## config.mk

```make
export PLATFORM = sky130hd
export DESIGN_NAME = clkstop_ctrl
export DESIGN_NICKNAME = d
export VERILOG_FILES = /design/src/rtl/clkstop_pkg.sv /design/src/rtl/clkstop_sync.sv /design/src/rtl/clkstop_div.sv /design/src/rtl/clkstop_gate.sv /design/src/rtl/clkstop_regs.sv /design/src/rtl/clkstop_ctrl.sv
export SDC_FILE = /design/constraint.sdc
export NUM_CORES = 1
export LEC_CHECK = 0
export BUFFER_PORTS_ARGS = -buffer_cell sky130_fd_sc_hd__buf_2
export CAP_MARGIN = 20
export CORE_MARGIN = 2
export CORE_UTILIZATION = 50
export DETAILED_ROUTE_END_ITERATION = 16
export PLACE_DENSITY = 0.84
export RECOVER_POWER = 100
export SLEW_MARGIN = 0
export SYNTH_ARGS = -nofsm -noshare
export SYNTH_HDL_FRONTEND = slang
export SYNTH_HIERARCHICAL = 1
export SYNTH_SLANG_ARGS = --single-unit
```

## constraint.sdc

```tcl
create_clock -name clk_i -period 4.95 [get_ports clk_i]
set_input_delay 0.2475 -clock clk_i [delete_from_list [all_inputs] [get_ports clk_i]]
set_output_delay 0.2475 -clock clk_i [all_outputs]
set_load 0.02 [all_outputs]
```

## src/rtl/clkstop_pkg.sv

```systemverilog
`timescale 1ns/1ps
package clkstop_pkg;

    localparam int unsigned ADDR_W = 2;
    localparam logic [ADDR_W-1:0] ADDR_CTRL = 2'd0;
    localparam logic [ADDR_W-1:0] ADDR_MASK = 2'd1;

    // Control register contents.
    typedef struct packed {
        logic cpu_hiz;   // release processor outputs while parked
        logic bus_run;   // active-low bus stop bit (1 = run)
    } ctrl_t;

    // Synchronised stop requests, active high.
    typedef struct packed {
        logic bus_stop;
        logic cpu_stop;
        logic pwr_down;
    } req_t;

    function automatic int unsigned data_width(input int unsigned free_n);
        return (free_n > 2) ? free_n : 2;
    endfunction

    function automatic logic free_allow(input req_t r, input logic keep_running);
        return !r.pwr_down && (keep_running || !r.bus_stop);
    endfunction

endpackage

```

## src/rtl/clkstop_sync.sv

```systemverilog
`timescale 1ns/1ps
module clkstop_sync #(
    parameter int unsigned W = 1,
    parameter logic [W-1:0] RST_VAL = '1
) (
    input  logic         clk_i,
    input  logic         rst_i,
    input  logic [W-1:0] d_i,
    output logic [W-1:0] q_o
);
    logic [W-1:0] meta_q;

    always_ff @(posedge clk_i) begin
        if (rst_i) begin
            meta_q <= RST_VAL;
            q_o    <= RST_VAL;
        end else begin
            meta_q <= d_i;
            q_o    <= meta_q;
        end
    end
endmodule

```

## src/rtl/clkstop_div.sv

```systemverilog
`timescale 1ns/1ps
module clkstop_div #(
    parameter int unsigned HALF = 2
) (
    input  logic clk_i,
    input  logic rst_i,
    output logic tick_o,   // divider edge on the next clock
    output logic rise_o    // that edge is a rising one
);
    localparam int unsigned CW = (HALF > 1) ? $clog2(HALF) : 1;
    localparam logic [CW-1:0] LAST = CW'(HALF - 1);

    logic [CW-1:0] cnt_q;
    logic          ph_q;

    assign tick_o = (cnt_q == LAST);
    assign rise_o = tick_o && !ph_q;

    always_ff @(posedge clk_i) begin
        if (rst_i) begin
            cnt_q <= '0;
            ph_q  <= 1'b0;
        end else if (tick_o) begin
            cnt_q <= '0;
            ph_q  <= !ph_q;
        end else begin
            cnt_q <= cnt_q + 1'b1;
        end
    end

    // divider edges are spaced HALF cycles apart
    p_tick_gap_r5: assert property (@(posedge clk_i) disable iff (rst_i)
        tick_o |=> ((HALF == 1) || !tick_o))
        else $error("divider edges too close");
endmodule

```

## src/rtl/clkstop_gate.sv

```systemverilog
`timescale 1ns/1ps
module clkstop_gate (
    input  logic clk_i,
    input  logic rst_i,
    input  logic tick_i,
    input  logic rise_i,
    input  logic allow_i,
    output logic clk_o,
    output logic parked_o
);
    always_ff @(posedge clk_i) begin
        if (rst_i) begin
            clk_o    <= 1'b0;
            parked_o <= 1'b0;
        end else if (tick_i && clk_o) begin
            clk_o <= 1'b0;              // finish the high phase in full
        end else if (rise_i) begin
            clk_o    <= allow_i;        // decide only while low
            parked_o <= !allow_i;
        end
    end

    // a parked output is low
    p_park_low_r3: assert property (@(posedge clk_i) disable iff (rst_i)
        parked_o |-> !clk_o)
        else $error("parked output is high");

    // a blocked low output stays low
    p_stay_low_r3: assert property (@(posedge clk_i) disable iff (rst_i)
        (!allow_i && !clk_o) |=> !clk_o)
        else $error("blocked output rose");

    // a high phase lasts until the divider edge
    p_hold_high_r5: assert property (@(posedge clk_i) disable iff (rst_i)
        (clk_o && !tick_i) |=> clk_o)
        else $error("high phase cut short");
endmodule

```

## src/rtl/clkstop_regs.sv

```systemverilog
`timescale 1ns/1ps
module clkstop_regs
    import clkstop_pkg::*;
#(
    parameter int unsigned FREE_N = 3,
    localparam int unsigned DW = data_width(FREE_N)
) (
    input  logic              clk_i,
    input  logic              rst_i,
    input  logic              wr_en_i,
    input  logic [ADDR_W-1:0] addr_i,
    input  logic [DW-1:0]     wr_data_i,
    input  logic              bus_pin_i,   // synchronised, active low
    output ctrl_t             ctrl_o,
    output logic [FREE_N-1:0] mask_o,
    output logic [DW-1:0]     rd_data_o
);
    always_ff @(posedge clk_i) begin
        if (rst_i) begin
            ctrl_o <= '{cpu_hiz: 1'b0, bus_run: 1'b1};
            mask_o <= '1;
        end else if (wr_en_i) begin
            unique case (addr_i)
                ADDR_CTRL: begin
                    ctrl_o.bus_run <= wr_data_i[0];
                    ctrl_o.cpu_hiz <= wr_data_i[1];
                end
                ADDR_MASK: mask_o <= wr_data_i[FREE_N-1:0];
                default: ;
            endcase
        end
    end

    always_comb begin
        rd_data_o = '0;
        unique case (addr_i)
            ADDR_CTRL: begin
                rd_data_o[0] = bus_pin_i && ctrl_o.bus_run;
                rd_data_o[1] = ctrl_o.cpu_hiz;
            end
            ADDR_MASK: rd_data_o[FREE_N-1:0] = mask_o;
            default: ;
        endcase
    end

    // a cleared run bit always reads back as stopped
    p_run_clear_r2: assert property (@(posedge clk_i) disable iff (rst_i)
        (addr_i == ADDR_CTRL && !ctrl_o.bus_run) |-> !rd_data_o[0])
        else $error("stop bit reads as running");

    // writes elsewhere leave the registers untouched
    p_unmapped_r9: assert property (@(posedge clk_i) disable iff (rst_i)
        (wr_en_i && addr_i[1]) |=> ($stable(ctrl_o) && $stable(mask_o)))
        else $error("unmapped write changed a register");
endmodule

```

## src/rtl/clkstop_ctrl.sv

```systemverilog
`timescale 1ns/1ps
module clkstop_ctrl
    import clkstop_pkg::*;
#(
    parameter int unsigned HALF   = 2,
    parameter int unsigned BUS_N  = 4,
    parameter int unsigned FREE_N = 3,
    parameter int unsigned CPU_N  = 2
) (
    input  logic                                   clk_i,
    input  logic                                   rst_i,
    input  logic                                   bus_stop_n_i,
    input  logic                                   cpu_stop_n_i,
    input  logic                                   pwrdn_n_i,
    input  logic                                   wr_en_i,
    input  logic [ADDR_W-1:0]                      addr_i,
    input  logic [clkstop_pkg::data_width(FREE_N)-1:0] wr_data_i,
    output logic [clkstop_pkg::data_width(FREE_N)-1:0] rd_data_o,
    output logic [BUS_N-1:0]                       bus_clk_o,
    output logic [FREE_N-1:0]                      free_clk_o,
    output logic [CPU_N-1:0]                       cpu_clk_o,
    output logic [CPU_N-1:0]                       cpu_oe_o
);
    localparam int unsigned DW = data_width(FREE_N);

    logic [2:0]        pins_s;      // {bus, cpu, pwrdn}, active low
    ctrl_t             ctrl;
    logic [FREE_N-1:0] free_mask;
    req_t              req;
    logic              tick, rise;
    logic              bus_allow, cpu_allow;
    logic [BUS_N-1:0]  bus_park;
    logic [FREE_N-1:0] free_park;
    logic [CPU_N-1:0]  cpu_park;

    clkstop_sync #(.W(3), .RST_VAL(3'b111)) u_sync (
        .clk_i (clk_i),
        .rst_i (rst_i),
        .d_i   ({bus_stop_n_i, cpu_stop_n_i, pwrdn_n_i}),
        .q_o   (pins_s)
    );

    clkstop_regs #(.FREE_N(FREE_N)) u_regs (
        .clk_i     (clk_i),
        .rst_i     (rst_i),
        .wr_en_i   (wr_en_i),
        .addr_i    (addr_i),
        .wr_data_i (wr_data_i[DW-1:0]),
        .bus_pin_i (pins_s[2]),
        .ctrl_o    (ctrl),
        .mask_o    (free_mask),
        .rd_data_o (rd_data_o)
    );

    clkstop_div #(.HALF(HALF)) u_div (
        .clk_i  (clk_i),
        .rst_i  (rst_i),
        .tick_o (tick),
        .rise_o (rise)
    );

    // Stop when either the pin or the register bit is low.
    always_comb begin
        req.bus_stop = !(pins_s[2] && ctrl.bus_run);
        req.cpu_stop = !pins_s[1];
        req.pwr_down = !pins_s[0];
    end

    assign bus_allow = !req.pwr_down && !req.bus_stop;
    assign cpu_allow = !req.pwr_down && !req.cpu_stop;

    for (genvar i = 0; i < BUS_N; i++) begin : g_bus
        clkstop_gate u_gate (
            .clk_i (clk_i), .rst_i (rst_i), .tick_i (tick), .rise_i (rise),
            .allow_i (bus_allow), .clk_o (bus_clk_o[i]), .parked_o (bus_park[i])
        );
    end

    for (genvar j = 0; j < FREE_N; j++) begin : g_free
        clkstop_gate u_gate (
            .clk_i (clk_i), .rst_i (rst_i), .tick_i (tick), .rise_i (rise),
            .allow_i (free_allow(req, free_mask[j])),
            .clk_o (free_clk_o[j]), .parked_o (free_park[j])
        );

        // a free output parks only if masked into the stop or powered down
        p_free_park_cause_r4: assert property (@(posedge clk_i) disable iff (rst_i)
            $rose(free_park[j]) |-> (!$past(free_mask[j]) || $past(req.pwr_down)))
            else $error("free-running output parked");
    end

    for (genvar k = 0; k < CPU_N; k++) begin : g_cpu
        clkstop_gate u_gate (
            .clk_i (clk_i), .rst_i (rst_i), .tick_i (tick), .rise_i (rise),
            .allow_i (cpu_allow), .clk_o (cpu_clk_o[k]), .parked_o (cpu_park[k])
        );
        assign cpu_oe_o[k] = !(ctrl.cpu_hiz && cpu_park[k]);

        // an output is only released while it sits low
        p_oe_low_r7: assert property (@(posedge clk_i) disable iff (rst_i)
            !cpu_oe_o[k] |-> !cpu_clk_o[k])
            else $error("released processor output is high");
    end

    // all bus outputs park and restart together
    p_bus_lockstep_r3: assert property (@(posedge clk_i) disable iff (rst_i)
        (bus_park == {BUS_N{bus_park[0]}}) && (bus_clk_o == {BUS_N{bus_clk_o[0]}}))
        else $error("bus outputs out of step");
endmodule

```

==> Word level (Yosys, flattened, before mapping) <==
Index checks and enable logic that the tools add are counted.
Widths: inputs -> output; s select.
{ "word_totals": {"wordCells": 64, "reg_bits": 24} }
{ "op_classes": {"n_eq_ne": 1, "bitwise_logic": 2, "n_mux": 2, "n_addsub": 1, "reduce_logical": 40} }
{ "ops": {"columns": ["op", "n"], "rows": [
  ["$reduce_or 2->1", 10],
  ["$logic_and 1x1->1", 18],
  ["$reduce_and 2->1", 4],
  ["$logic_not 1->1", 4],
  ["$pmux 2 s2", 1],
  ["$logic_or 1x1->1", 3],
  ["$eq 2x1->1 const B", 1],
  ["$logic_not 2->1", 1],
  ["$not 1->1", 2],
  ["$add 1x1->1 const B", 1],
  ["$mux 1", 1]
]} }

==> Depth between registers and ports, before layout <==
Gate-level depths: netlist of the first run.
{ "depth": {"ltp_word": 3, "depth_mapped": 4} }

==> Hierarchy <==
The synthesis of the first run kept the hierarchy.
{ "by_module_without_submodules": {"columns": ["mod", "area_each_um2", "n_inst", "cells_each"], "rows": [
  ["clkstop_gate", 93.8, 9, 8],
  ["clkstop_regs", 254.0, 1, 29],
  ["clkstop_sync", 157.7, 1, 12],
  ["clkstop_div", 62.6, 1, 6],
  ["clkstop_ctrl", 52.6, 1, 8]
]} }

==> Worst setup path before layout of the first run <==
Ideal clock, no wire load.
{ "synth_timing": {"path_kind": "register to register", "startpoint": "register u_div.cnt_q, in the netlist u_div/tick_o", "endpoint": "register, netlist name g_bus[0].u_gate/parked_o", "path_buffers": 0, "arrival_ps": 2270, "t_required_ps": 4829, "setup_time_ps": 121, "path_stages_with_launch": 4, "path_slack_ps": 2559, "path_cell_list": "dfxtp_1 > nor2b_1 > a21boi_2 > mux2_4"} }
{ "synth_rtl": {"columns": ["element", "line_no", "rtl"], "rows": [
  ["from (decl)", "clkstop_div.sv:13", "logic [CW-1:0] cnt_q;"],
  ["from (signal assigned)", "clkstop_div.sv:27", "cnt_q <= cnt_q + 1'b1;"]
]} }

==> Worst setup path after layout of the first run <==
{ "layout_timing": {"startpoint": "register u_div.cnt_q, in the netlist u_div/tick_o", "endpoint": "register g_cpu[0].u_gate.parked_o"} }
{ "layout_via": {"word_cells_on_any_way": 4, "cone_classes": "bitwise (1); reduce/logical (3)"} }
{ "layout_rtl": {"columns": ["element", "line_no", "rtl"], "rows": [
  ["$logic_and 1x1->1", "clkstop_div.sv:17", "assign rise_o = tick_o && !ph_q;"],
  ["net rise", "clkstop_ctrl.sv:30", "logic tick, rise;"],
  ["$reduce_and 2->1 (no source line)", null, null],
  ["to (signal assigned)", "clkstop_gate.sv:19", "parked_o <= !allow_i;"],
  ["to (decl)", "clkstop_gate.sv:9", "output logic parked_o"]
]} }
The timed path passes the listed nets, and every way through them passes these cells.
A chain may end at the register's enable or synchronous reset.

==> results.py, run 1 <==
metrics = {
    "outcome": {
        "status": "finished, final reports clean",
    },
    "floorplanning": {
        "die_x_um": 48.2,
        "core_um2": 1780,
        "dieArea_um2": 2320,
        "num_io_pins": 25,
        "start_util_pct": 54.8,
        "std_cell_rows": 15,
        "die_h_um": 48.2,
    },
    "finish": {
        "nets": 130,
        "multi_input_comb_area_um2": 480,
        "syn_to_final_growth_pct": 17.3,
        "regArea_um2": 480,
        "postLayoutCoreUtil_pct": 64.3,
        "fillers": 164,
        "final_cells": 143,
        "layout-drive-gt1-share_pct": 15.3,
        "antenna_cells": 0,
    },
    "power_and_ir_drop": {
        "p_leak_nw": 0.434,
        "powerDensity_nw_per_um2": 362,
        "ir_worst_vdd_v": 0.000259,
        "p_switching_uw": 101,
        "clkPwrFrac_pct": 33.1,
        "total_power_uw": 415,
        "p_int_uw": 314,
        "pwr-share-comb_pct": 14.5,
        "pwr-share-seq_pct": 52.3,
        "netSwitchingFraction_pct": 24.3,
    },
    "worst_setup_path": {
        "crit_chain": "nor2b_1 > a21boi_0 > mux2_4",
        "critPathMaxFanout": 14,
        "slowest_stage": "nor2b_1",
        "critPathBufInv": 0,
        "worstPathRequired_ns": 5.17,
        "startpoint_type": "flip-flop",
        "worstSetupEndpointType": "flip-flop",
        "cp_top_family": "simple AND/OR/NAND/NOR gates",
        "slowest_delay_ns": 0.87,
        "startpoint": "u_div/tick_o",
        "r2r.worst_path.cells": 3,
        "worstPathArrival_ns": 2.45,
        "cp.depth": 3,
        "r2r_start": "u_div/tick_o",
        "worstSetupPathType": "reg2reg",
        "r2r_slack_ns": 2.71,
    },
    "placement": {
        "placed_cells": 139,
        "gp_congestion": 0.741,
        "dpl.hpwl_um": 1290,
        "io_buffers": 24,
    },
    "sta": {
        "clock_skew_ns": 0.00310,
        "grt_setup_unrepaired": "false",
        "slew_headroom_pct": 26.3,
        "fin_setup_tns_ns": 0,
        "worst_slew_pin_slew_ns": 1.11,
        "slew_violations": 0,
        "fin_crit_sh_pct": 45.2,
        "hold_viol": 0,
        "fin_crit_ns": 2.24,
        "max_freq_ghz": 0.447,
        "setup_viol": 0,
    },
    "yosys": {
        "syn_area_um2": 977,
        "ys_warn_count": 6,
        "synthesis.nets": 103,
        "netlist_instances": 92,
        "syn_avg_cell_area_um2": 10.6,
    },
    "clock_tree": {
        "cts_resized": 0,
        "clock_latency_ns": 0.31,
        "cts-htree-levels": 1,
        "path_clk_slew_ns": 0.12,
        "post_cts_buffers": 0,
        "hold_buffers": 0,
        "cts_buffers": 3,
        "cts_tree": "done",
        "root_buffer": "clkbuf_4",
        "cts_sinks": 24,
        "clk_path_buf_depth": 2,
    },
    "grt": {
        "grt_pass1_vias": 625,
        "grt_overflow_total": 0,
        "grt_max_degree": 31,
        "grt_pass1_wl_um": 2640,
        "grtUsageTotal_pct": 17.1,
        "antenna_found_initial": 0,
    },
    "route": {
        "wl_per_cell_um": 12.5,
        "drc_errors": 0,
        "drt_iter0_drc": 7,
        "vias": 742,
        "postRouteAntennaNets": 0,
        "avgViaCountPerCell": 5.19,
        "firstDrtPassIters": 4,
        "wl_um": 1780,
    },
    "hold_path": {
        "hold_path_class": "in2reg",
        "holdCritStartpoint": "cpu_stop_n_i",
        "worstHoldPathCells": 2,
    },
    "run": {
        "drv_cap": 0,
    },
}
[state kept, by name, indices dropped and copies added (netlist names)]
register               flops
g_cpu.u_gate/parked_o      2
u_regs/ctrl_o              2
u_div/ph_q                 1
g_cpu.u_gate/clk_o         2
g_bus.u_gate/clk_o         4
u_div/tick_o               1
g_free.u_gate/clk_o        3
u_regs/mask_o              3
u_sync/meta_q              3
u_sync/q_o                 3
[final cells by class]
cell class / count / area share (%)
clock buffers: 3 / 1.97
well taps: 25 / 2.73
multi-input cells: 66 / 41.9
clock inverters: 1 / 2.62
flip-flops and latches: 24 / 41.9
repair buffers: 24 / 8.84
[power groups by stage]
stage	clock, mW	combinational, mW	sequential, mW
final	0.138	0.0604	0.217
after floorplan	0	0.0351	0.228
after global routing	0.151	0.0662	0.219
after global placement	0	0.0614	0.221
after CTS	0.143	0.0641	0.218
after detailed placement	0	0.0636	0.222
[worst paths after layout]
kind / end
worst max-delay path: g_cpu[0].u_gate/parked_o
worst min-delay path: u_sync/meta_q[1]
worst max register to register: g_cpu[0].u_gate/parked_o
worst min register to register: u_sync/q_o[1]
[layer usage]
layer  track usage (%)  up-vias  share of wire (%)
met5                 0        -                  0
met4              9.19        0                  0
met3              6.67        0                3.5
met2              27.1       16                 50
met1              19.9      349                 46
li1                  -      377                  -
[placed cells by master (no fill, tap or decap), drive strengths merged]
cell and count:
nand2b 2, mux2 2, or2 6, nor2 12, bufinv 1, o21a 3, and2 2, nand3b 1
and3 1, dfxtp 24, clkbuf 18, nor2b 3, nor3b 1, xnor2 1, a21oi 1, mux2i 15
buf 9, a21boi 2, a211oi 9, nand2 3, and3b 2
[metrics by stage]
step	area (um2)	hold slack, ns	setup slack, ns
floorplan	977	0.314	2.97
finish	1150	0.103	2.71
detailed placement	1120	0.396	2.74
CTS	1170	0.0851	2.71
global placement	1120	0.386	2.83
global route	1150	0.0763	2.56
Note: power is estimated with default switching activity, not from simulation.
==> run 2, diff against run 1 <==
Clock period 4.95 ns to 2.2 ns, I/O delays scaled along.
==> run 2 against run 1 <==
Compared with the run above: critical endpoint is now g_bus[3].u_gate/clk_o; sequential share of layout area down 0.27 points; critical path type unchanged; first-iteration DRC count is 71% higher; highest routed layer is now met4; cell count is 2.8% higher; via count up 1.8%; sequential power increased by 120%; largest cell class unchanged; utilization up 0.42 points; combinational power rose by 140%; setup slack got worse by 2.0 ns.
==> results.py, run 2 (synthesis results as in run 1) <==
metrics = {
    "finish": {
        "layout-drive-gt1-share_pct": 13.9,
        "regMostFlops": "g_bus.u_gate/clk_o",
        "postLayoutCoreUtil_pct": 64.7,
        "largest_register_ff_count": 4,
        "final_common_cell": "dfxtp_1",
        "syn_to_final_growth_pct": 18.1,
        "layout_common_cells": "dfxtp_1 (24), clkbuf_1 (17), mux2i_1 (15)",
        "nets": 135,
        "final_cells": 147,
        "antenna_cells": 0,
    },
    "power_and_ir_drop": {
        "ir_worst_vdd_v": 0.000455,
        "powerDensity_nw_per_um2": 707,
        "p_leak_nw": 0.435,
    },
    "worst_setup_path": {
        "worstSetupEndpointType": "flip-flop",
        "critPathMaxFanout": 9,
        "worstSetupPathType": "reg2reg",
        "worstPathArrival_ns": 1.74,
        "cp_top_family": "buffers and inverters",
        "cp.depth": 4,
        "slowest_stage": "clkbuf_1",
        "r2r_slack_ns": 0.69,
        "worstPathRequired_ns": 2.43,
        "startpoint_type": "flip-flop",
        "crit_chain": "nor2b_1 > clkbuf_1 > mux2i_1 > a211oi_1",
        "critPathBufInv": 1,
        "r2r.worst_path.cells": 4,
        "slowest_delay_ns": 0.51,
    },
    "sta": {
        "grt_setup_unrepaired": "false",
        "setup_viol": 0,
        "hold_viol": 0,
        "fin_crit_sh_pct": 68.6,
        "fin_crit_ns": 1.51,
        "fin_setup_tns_ns": 0,
        "slew_headroom_pct": 58.8,
        "clock_skew_ns": 0.00273,
        "max_freq_ghz": 0.663,
        "slew_violations": 0,
        "worst_slew_pin_slew_ns": 0.618,
    },
    "clock_tree": {
        "clk_path_buf_depth": 2,
        "clock_latency_ns": 0.31,
        "path_clk_slew_ns": 0.12,
        "cts_tree": "done",
        "cts-htree-levels": 1,
        "cts_buffers": 3,
        "cts_sinks": 24,
        "root_buffer": "clkbuf_4",
    },
    "route": {
        "postRouteAntennaNets": 0,
        "firstDrtPassIters": 3,
        "drc_errors": 0,
        "drt_iter0_drc": 12,
        "wl_per_cell_um": 12.1,
        "vias": 755,
        "avgViaCountPerCell": 5.14,
        "wl_um": 1780,
    },
    "grt": {
        "antenna_found_initial": 0,
        "use_met2_pct": 26.3,
        "grt_max_degree": 31,
        "top_usage_layer": "met2",
        "grt_pass1_wl_um": 2660,
        "grt_overflow_total": 0,
        "grt_pass1_vias": 606,
        "gr-usage-met1_pct": 22.1,
        "grtUsageTotal_pct": 17.3,
        "use_met3_pct": 4.44,
    },
    "floorplanning": {
        "dieArea_um2": 2320,
        "die_h_um": 48.2,
        "start_util_pct": 54.8,
        "core_um2": 1780,
        "num_io_pins": 25,
        "std_cell_rows": 15,
        "die_x_um": 48.2,
    },
    "outcome": {
        "status": "finished, final reports clean",
    },
    "placement": {
        "placed_cells": 141,
        "gp_congestion": 0.679,
        "io_buffers": 24,
        "dpl.hpwl_um": 1260,
    },
    "run": {
        "drv_cap": 0,
    },
    "hold_path": {
        "worstHoldPathCells": 3,
        "hold_path_class": "in2reg",
    },
}
run 2: layout make-up:
class / instances / area [um2]
Sequential cell: 24 / 480
Multi-Input combinational cell: 66 / 480
Tap cell: 25 / 31.3
Timing Repair Buffer: 29 / 139
Clock buffer: 3 / 22.5
Fill cell: 161 / 629
run 2: repair_timing:
action / CTS / global route
buffers inserted: 0 / 0
setup endpoints to repair: 0 / 0
resized for setup: 0 / 0
endpoints found under the hold margin: 3 / 0
hold buffers: 3 / 0
run 2: worst paths after layout:
kind	startpoint	endpoint
worst max-delay path	u_div/tick_o	g_bus[3].u_gate/clk_o
worst min register to register	u_sync/meta_q[2]	u_sync/q_o[2]
worst max register to register	u_div/tick_o	g_bus[3].u_gate/clk_o
worst min-delay path	wr_data_i[2]	u_regs/mask_o[2]
run 2: metal layers:
metal,vias to the layer above,share of wire (%)
met2,13,49
met1,353,46
met5,-,0
met3,4,2.7
met4,0,1.7
li1,385,-
run 2: worst min-delay path, stage by stage:
cell,delay [ns]
buf_2,0.08
nor2_1,0.03
mux2i_1,0.11
run 2: stage by stage:
stage / hold WS [ns] / cell area [um2] / power, mW / setup slack, ns
detailed placement: 0.292 / 1130 / 0.645 / 1.03
finish: 0.0557 / 1150 / 0.815 / 0.691
global placement: 0.287 / 1130 / 0.639 / 1.11
floorplan: 0.177 / 977 / 0.593 / 0.218
global route: 0.0602 / 1150 / 0.855 / 0.524
CTS: 0.0528 / 1190 / 0.832 / 0.977
run 2: report_power, final:
group	leakage [nW]	switching [mW]	internal (mW)
combinational	0.223	0.0825	0.0627
sequential	0.198	0.0192	0.464
clock	0.0138	0.123	0.0641
total	0.435	0.224	0.591
==> run 3, diff against run 2 <==
Clock period 2.2 ns to 1.4 ns, I/O delays scaled along.
==> run 3 against run 2 <==
Compared with the run above: cell count grew 0.68%; sequential cell count is the same; via count grew 1.5%; fmax grew 18%; first-iteration DRC count shrank 33%; highest routed layer unchanged; critical endpoint is now g_cpu[0].u_gate/parked_o; sequential share of layout area shrank 1.4 points; global-route usage grew 1.3 points; cell area grew 4.3%; combinational power grew 60%.
==> results.py, run 3 (synthesis results as in run 1) <==
metrics = {
    "outcome": {
        "status": "finished, final reports clean",
    },
    "worst_setup_path": {
        "critPathMaxFanout": 14,
        "slowest_stage": "dfxtp_4",
        "critPathBufInv": 0,
        "slowest_delay_ns": 0.45,
        "crit_chain": "nor2b_4 > a21boi_1 > mux2_4",
        "worstPathRequired_ns": 1.61,
        "startpoint_type": "flip-flop",
        "worstSetupEndpointType": "flip-flop",
        "worstPathArrival_ns": 1.50,
        "worstSetupPathType": "reg2reg",
        "cp_top_family": "flip-flops",
    },
    "floorplanning": {
        "std_cell_rows": 15,
        "num_io_pins": 25,
        "core_um2": 1780,
        "die_x_um": 48.2,
        "start_util_pct": 54.8,
        "dieArea_um2": 2320,
        "die_h_um": 48.2,
    },
    "sta": {
        "fin_crit_sh_pct": 91.5,
        "setup_viol": 0,
        "max_freq_ghz": 0.781,
        "fin_setup_tns_ns": 0,
        "slew_headroom_pct": 69.6,
        "worst_slew_pin_slew_ns": 0.456,
        "hold_viol": 0,
        "slew_violations": 0,
        "clock_skew_ns": 0.00454,
        "grt_setup_unrepaired": "false",
        "fin_crit_ns": 1.28,
    },
    "clock_tree": {
        "hold_buffers": 3,
        "cts_tree": "done",
        "cts_resized": 0,
        "post_cts_buffers": 0,
        "clk_path_buf_depth": 2,
        "cts_buffers": 3,
        "root_buffer": "clkbuf_4",
        "clock_latency_ns": 0.31,
        "path_clk_slew_ns": 0.13,
        "cts_sinks": 24,
        "cts-htree-levels": 1,
    },
    "route": {
        "vias": 766,
        "wl_um": 1950,
        "avgViaCountPerCell": 5.18,
        "postRouteAntennaNets": 0,
        "drt_iter0_drc": 8,
        "drc_errors": 0,
        "wl_per_cell_um": 13.2,
        "firstDrtPassIters": 4,
    },
    "placement": {
        "gp_congestion": 0.721,
        "placed_cells": 141,
        "place_area_um2": 1150,
        "dpl.hpwl_um": 1430,
        "io_buffers": 24,
    },
    "run": {
        "drv_cap": 0,
    },
    "grt": {
        "grtUsageTotal_pct": 18.5,
        "antenna_found_initial": 0,
        "grt_overflow_total": 0,
        "grt_pass1_vias": 688,
        "grt_max_degree": 31,
        "grt_pass1_wl_um": 2910,
    },
    "finish": {
        "layout_common_cells": "dfxtp_1 (23), mux2i_1 (15), clkbuf_1 (14)",
        "fillers": 147,
        "layout-drive-gt1-share_pct": 18.7,
        "multi_input_comb_area_um2": 488,
        "final_common_cell": "dfxtp_1",
        "nets": 135,
        "design_area_um2": 1200,
        "antenna_cells": 0,
        "regArea_um2": 484,
        "final_cells": 148,
        "syn_to_final_growth_pct": 23.2,
        "largest_register_ff_count": 4,
        "regMostFlops": "g_bus.u_gate/clk_o",
    },
    "power_and_ir_drop": {
        "pwr-share-seq_pct": 51.7,
        "p_leak_nw": 0.466,
        "p_int_mw": 1.13,
        "pwr-share-comb_pct": 15.6,
        "ir_worst_vdd_v": 0.000902,
        "powerDensity_nw_per_um2": 1240,
        "clkPwrFrac_pct": 32.7,
        "netSwitchingFraction_pct": 24.5,
        "p_switching_uw": 365,
    },
    "hold_path": {
        "hold_path_class": "in2reg",
    },
}
## run 3: final timing paths
path | start | endpoint | slack, ns | depth (start not counted)
max reg2reg | u_div/tick_o | g_cpu[0].u_gate/parked_o | 0.12 | 3
min | wr_data_i[2] | u_regs/mask_o[2] | 0.02 | 3
min reg2reg | u_sync/meta_q[0] | u_sync/q_o[0] | 0.42 | 1
max | u_div/tick_o | g_cpu[0].u_gate/parked_o | 0.12 | 3
## run 3: worst reg2reg max path, stage by stage (launching register included)
cell	delay (ns)
dfxtp_4	0.45
nor2b_4	0.19
a21boi_1	0.22
mux2_4	0.32
## run 3: metrics by stage
step	hold slack, ns	power [mW]	utilization [%]	setup slack (ns)
4_1_cts	0.00889	1.52	68.9	0.135
6_report	0.0178	1.49	67.5	0.119
3_5_place_dp	0.253	1.02	64.3	0.163
2_1_floorplan	0.127	0.935	-	0.0285
3_3_place_gp	0.249	1.01	64.3	0.211
5_1_grt	0.0164	1.56	67.5	0.0642
## run 3: power by group through the flow
| stage | registers [mW] | clock network, mW | logic [mW] |
|---|---|---|---|
| finish | 0.771 | 0.487 | 0.232 |
| global route | 0.777 | 0.528 | 0.253 |
| CTS | 0.771 | 0.503 | 0.244 |
| detailed placement | 0.786 | 0 | 0.237 |
| global placement | 0.782 | 0 | 0.226 |
| floorplan | 0.809 | 0 | 0.126 |
## run 3: per-layer routing
| metal | routed length [um] | up-vias | share of wire, % | GRT usage [%] |
|---|---|---|---|---|
| li1 | - | 384 | - | - |
| met5 | 0 | - | 0 | 0 |
| met4 | 34 | 0 | 1.7 | 7.03 |
| met3 | 82 | 4 | 4.2 | 6.67 |
| met2 | 1030 | 19 | 53 | 31.8 |
| met1 | 797 | 359 | 41 | 20.8 |
## run 3: layout make-up
type / instances / area share, %
multi-input cells: 66 / 40.5
flip-flops and latches: 24 / 40.2
repair buffers: 29 / 12.3
well taps: 25 / 2.60
clock inverters: 1 / 2.49
clock buffers: 3 / 1.87
